**src/rtl/i2c_regslave.sv**
```systemverilog
`timescale 1ns/100ps
module i2c_regslave #(
  parameter logic [6:0] BASE_ADDR = 7'h54,
  parameter int         AW        = 4
) (
  input  logic          clk,
  input  logic          rst_n,
  input  logic          scl_i,
  input  logic          sda_i,
  input  logic          sel_i,
  output logic          sda_pd_o,
  output logic          wr_en_o,
  output logic [AW-1:0] wr_addr_o,
  output logic [7:0]    wr_data_o,
  output logic [AW-1:0] rd_addr_o,
  input  logic [7:0]    rd_data_i
);
  typedef enum logic [2:0] {S_IDLE, S_ADDR, S_REG, S_DATA, S_READ, S_SKIP} st_t;

  logic [2:0]    scl_r, sda_r;
  st_t           st;
  logic [3:0]    cnt;
  logic          ackph, mnack, pd;
  logic [7:0]    sh;
  logic [AW-1:0] ptr;

  always_ff @(posedge clk or negedge rst_n)
    if (!rst_n) begin
      scl_r <= 3'b111;
      sda_r <= 3'b111;
    end else begin
      scl_r <= {scl_r[1:0], scl_i};
      sda_r <= {sda_r[1:0], sda_i};
    end

  wire scl_s = scl_r[1];
  wire scl_q = scl_r[2];
  wire sda_s = sda_r[1];
  wire sda_q = sda_r[2];
  wire start_c = scl_s & scl_q & sda_q & ~sda_s;
  wire stop_c  = scl_s & scl_q & ~sda_q & sda_s;
  wire rise    = scl_s & ~scl_q;
  wire fall    = ~scl_s & scl_q;
  wire [6:0] my_addr = {BASE_ADDR[6:1], BASE_ADDR[0] | sel_i};
  wire rx_st = (st == S_ADDR) || (st == S_REG) || (st == S_DATA);

  assign sda_pd_o  = pd;
  assign rd_addr_o = ptr;

  always_ff @(posedge clk or negedge rst_n)
    if (!rst_n) begin
      st        <= S_IDLE;
      cnt       <= '0;
      ackph     <= 1'b0;
      mnack     <= 1'b0;
      pd        <= 1'b0;
      sh        <= '0;
      ptr       <= '0;
      wr_en_o   <= 1'b0;
      wr_addr_o <= '0;
      wr_data_o <= '0;
    end else begin
      wr_en_o <= 1'b0;
      if (start_c) begin
        st    <= S_ADDR;
        cnt   <= '0;
        ackph <= 1'b0;
        pd    <= 1'b0;
      end else if (stop_c) begin
        st    <= S_IDLE;
        cnt   <= '0;
        ackph <= 1'b0;
        pd    <= 1'b0;
      end else if (rx_st) begin
        if (rise && !ackph) begin
          sh  <= {sh[6:0], sda_s};
          cnt <= cnt + 4'd1;
        end else if (fall && !ackph && cnt == 4'd8) begin
          if (st == S_ADDR && sh[7:1] != my_addr) begin
            st  <= S_SKIP;
            cnt <= '0;
          end else begin
            ackph <= 1'b1;
            pd    <= 1'b1;
          end
          if (st == S_REG) ptr <= sh[AW-1:0];
          if (st == S_DATA) begin
            wr_en_o   <= 1'b1;
            wr_addr_o <= ptr;
            wr_data_o <= sh;
            ptr       <= ptr + 1'b1;
          end
        end else if (fall && ackph) begin
          ackph <= 1'b0;
          cnt   <= '0;
          pd    <= 1'b0;
          if (st == S_ADDR && sh[0]) begin
            st <= S_READ;
            sh <= rd_data_i;
            pd <= ~rd_data_i[7];
          end else if (st == S_ADDR) st <= S_REG;
          else st <= S_DATA;
        end
      end else if (st == S_READ) begin
        if (rise && ackph) mnack <= sda_s;
        else if (rise) cnt <= cnt + 4'd1;
        else if (fall && !ackph) begin
          if (cnt == 4'd8) begin
            pd    <= 1'b0;
            ackph <= 1'b1;
            ptr   <= ptr + 1'b1;
          end else if (cnt != 4'd0) begin
            pd <= ~sh[6];
            sh <= {sh[6:0], 1'b0};
          end
        end else if (fall && ackph) begin
          ackph <= 1'b0;
          cnt   <= '0;
          if (mnack) st <= S_SKIP;
          else begin
            sh <= rd_data_i;
            pd <= ~rd_data_i[7];
          end
        end
      end
    end

  a_r5_single_strobe: assert property (@(posedge clk) disable iff (!rst_n)
    wr_en_o |=> !wr_en_o);
  a_r10_pd_scl_low: assert property (@(posedge clk) disable iff (!rst_n)
    (sda_pd_o != $past(sda_pd_o)) |-> !scl_s);
  a_r4_skip_quiet: assert property (@(posedge clk) disable iff (!rst_n)
    (st == S_SKIP) |-> (!sda_pd_o && !wr_en_o));
  a_r2_stop_frees: assert property (@(posedge clk) disable iff (!rst_n)
    stop_c |=> (st == S_IDLE && !sda_pd_o));
  a_r9_abort_no_write: assert property (@(posedge clk) disable iff (!rst_n)
    (start_c || stop_c) |=> !wr_en_o);
endmodule

```
**config.mk**
```make
export PLATFORM = sky130hd
export DESIGN_NAME = i2c_regslave
export DESIGN_NICKNAME = d
export VERILOG_FILES = /design/src/rtl/i2c_regslave.sv
export SDC_FILE = /design/constraint.sdc
export NUM_CORES = 1
export LEC_CHECK = 0
export BUFFER_PORTS_ARGS = -buffer_cell sky130_fd_sc_hd__buf_2
export CAP_MARGIN = 40
export CORE_AREA = 2 2 64 66
export DETAILED_ROUTE_END_ITERATION = 8
export DIE_AREA = 0 0 66 68
export PLACE_DENSITY = 0.88
export SYNTH_ARGS = -nofsm -noshare
export SYNTH_HDL_FRONTEND = slang
export SYNTH_SLANG_ARGS = --single-unit
```
**constraint.sdc**
```tcl
create_clock -name clk -period 5.3 [get_ports clk]
set_input_delay 0.265 -clock clk [delete_from_list [all_inputs] [get_ports clk]]
set_output_delay 0.265 -clock clk [all_outputs]
set_load 0.005 [all_outputs]
```
==> impl_metrics.yaml <==
synth:
  ys_seq_area_frac: 0.469
  ys.flop_type: "dfrtp_1"
  async_reset_ff_frac: 1.00
  netlist.area_leader.share: 0.398
  synthTopCellsByArea: "dfrtp_1 40%, mux2_2 13%, dfstp_2 7.2%"
  synth.most_common_cell: "dfrtp_1"
  synth_edf_count: 0
  synth.distinct_cells: 53
  yosys.area.top_type: "dfrtp_1"
  syn_area_per_cell_um2: 10.8
  netlist_area_mm2: 0.00220
  synth_warnings: 0
  synth_nets: 220
  ys_ff_latch: 41
  syn_inst: 204
  synth_common_cells: "35 x dfrtp_1, 25 x mux2_2, 17 x nand2_1"
worst_hold_path:
  min_path_type: "in2reg"
  hold_start: "sda_i"
timing:
  fmax_mhz: 402
  slew_headroom: 0.568
  tightestPinTransition_ps: 644
  rsz0062_at_grt: "false"
  setup_slack_ps: 2810
  setup-tns-final_ps: 0
  setup_violations: 0
  finClkSkew_ps: 11.6
  period_share: 0.470
  slew_violations: 0
  min_period_ps: 2490
  finalHoldViolCount: 0
route:
  initialDrtViolationCount: 145
  finalWirelength_um: 4590
  postRouteAntennaNets: 0
  vias: 1728
  viasPerCell: 6.08
  drc: 0
  firstDrtPassIters: 4
  wl_per_cell_um: 16.2
layout:
  diodes: 0
  final_util: 0.651
  fin_cells: 284
  multi_input_area_mm2: 0.00111
  syn_to_final_growth_pct: 13.9
  seq_area_mm2: 0.00103
  final.fill_count: 323
  final_layout_size_suffix_gt1_frac: 0.338
  nNetsFinal: 250
critical_path:
  critical_path.cell_chain: "inv_1, ha_1, nand3b_1, nor4_2, and4b_1, mux2_2"
  crit_buf_inv: 1
  cp_slowest_cell: "and4b_1"
  startpoint: "cnt[0]"
  critical_path_class: "reg2reg"
  critPathMaxFanout: 13
  worstReg2RegStart: "cnt[0]"
  cp-start-kind: "flop"
  cp.required_ps: 5480
  worst_path_dominant_cell_family: "simple AND/OR/NAND/NOR gates"
  cp.arrival_ps: 2670
  slowest_delay_ps: 650
  crit_path_end_kind: "flop"
floorplan:
  die_x_um: 66
  pin_count: 31
  initial_core_util: 0.571
  die_y_um: 68
  die-area_mm2: 0.00449
  core_area_mm2: 0.00386
  std_cell_rows: 23
place:
  dpl.cell_count: 276
  port_buffers: 30
  dp_slack_ps: 2800
  dp_hpwl_um: 3270
  gp_congestion: 0.898
global_route:
  grt_max_degree: 38
  grt_use_total: 0.221
  grt.overflow.total: 0
  grt_pass1_wl_um: 7360
  antenna_found_initial: 0
  grt_pass1_vias: 1553
cts:
  cts_root_buf: "clkbuf_8"
  clkSinkCount: 41
  cts_tree: "done"
  htree_levels: 2
  clkTransAtPathRegs_ps: 80
  cts_hold_buf: 1
  ctsResizeCount: 0
  insertion_delay_ps: 300
  cts_made_buffers: 5
  post_cts_buffers: 0
  clk_path_buf_depth: 2
run_status:
  status: "finished, final reports clean"
pwr:
  leakage_nw: 1.17
  ir_drop_uv: 261
  power.density_mw_per_mm2: 501
run:
  cap_violations: 0
==> cells in the final DEF, fill, tap and decap left out, drive strengths merged, types with 2 or more instances in the layout <==
| master | Yosys | routed |
|---|---|---|
| or3b | 2 | 2 |
| a32oi | 2 | 2 |
| o22a | 2 | 2 |
| nand3 | 9 | 9 |
| nor2 | 11 | 11 |
| nor3b | 2 | 2 |
| a32o | 3 | 3 |
| ha | 3 | 3 |
| a2bb2oi | 3 | 3 |
| a21oi | 7 | 7 |
| mux2i | 7 | 7 |
| nor2b | 3 | 3 |
| xnor2 | 2 | 2 |
| nand2b | 4 | 4 |
| dfstp | 6 | 6 |
| dfrtp | 35 | 35 |
| o21ai | 8 | 8 |
| a311oi | 2 | 2 |
| inv | 6 | 6 |
| mux2 | 25 | 25 |
| clkbuf | 4 | 5 |
| nand2 | 17 | 17 |
| buf | 5 | 31 |
| o211ai | 6 | 6 |
| o22ai | 2 | 2 |
| nor3 | 4 | 4 |
==> state kept, by name, indices dropped and copies added, names as in the netlist, 3 cells and up <==
register and cells:
scl_r 3, wr_addr_o 4, sh 8, rd_addr_o 4
wr_data_o 8, cnt 4, st 3, sda_r 3
==> path summary, 6_finish.rpt <==
check	end	slack (ps)	cells after the start
min in group asynchronous	cnt[0]	310	2
max in group asynchronous	sda_r[2]	4510	3
hold / removal	sda_r[0]	70	1
hold reg to reg	scl_r[1]	340	0
setup reg to reg	wr_addr_o[0]	2810	6
setup / recovery	wr_addr_o[0]	2810	6
==> through the flow <==
step           hold slack (ps)  cell area (µm²)  total power, mW
3_5_place_dp               102             2400             1.01
2_1_floorplan            -30.6             2200            0.880
3_3_place_gp               346             2380            0.987
6_report                  70.9             2510             1.26
4_1_cts                   65.4             2510             1.26
5_1_grt                   58.4             2510             1.34
==> area by class of cell <==
cell class                 instances  share of cell area
clock buffer                       5              0.0274
inverter                           6             0.00897
clock inverter                     2              0.0140
multi-input combinational        148               0.441
tap                               50              0.0249
timing repair buffer              32              0.0718
sequential                        41               0.412
==> layer usage <==
| metal | share of wire | vias up | wire (µm) | track usage |
|---|---|---|---|---|
| met5 | 0 | - | 0 | 0 |
| met4 | 0.015 | 0 | 70 | 0.0816 |
| met3 | 0.056 | 7 | 255 | 0.0493 |
| met2 | 0.48 | 59 | 2190 | 0.336 |
| met1 | 0.45 | 833 | 2080 | 0.311 |
| li1 | - | 829 | - | - |
==> power breakdown <==
| group | switching [mW] | internal (mW) | total, mW |
|---|---|---|---|
| clock network | 0.106 | 0.137 | 0.243 |
| registers | 0.105 | 0.392 | 0.497 |
| logic | 0.272 | 0.246 | 0.517 |
==> cell families after synthesis <==
group | after synthesis | synth area share
XOR/XNOR | 3 | 0.0119
AO/OA/AOI/OAI | 49 | 0.168
multiplexers | 32 | 0.160
flip-flops | 41 | 0.469
AND/OR/NAND/NOR | 61 | 0.146
buffers and inverters | 15 | 0.0284
adder cells (fa/ha/maj) | 3 | 0.0170
(Power assumes the default switching activity.)
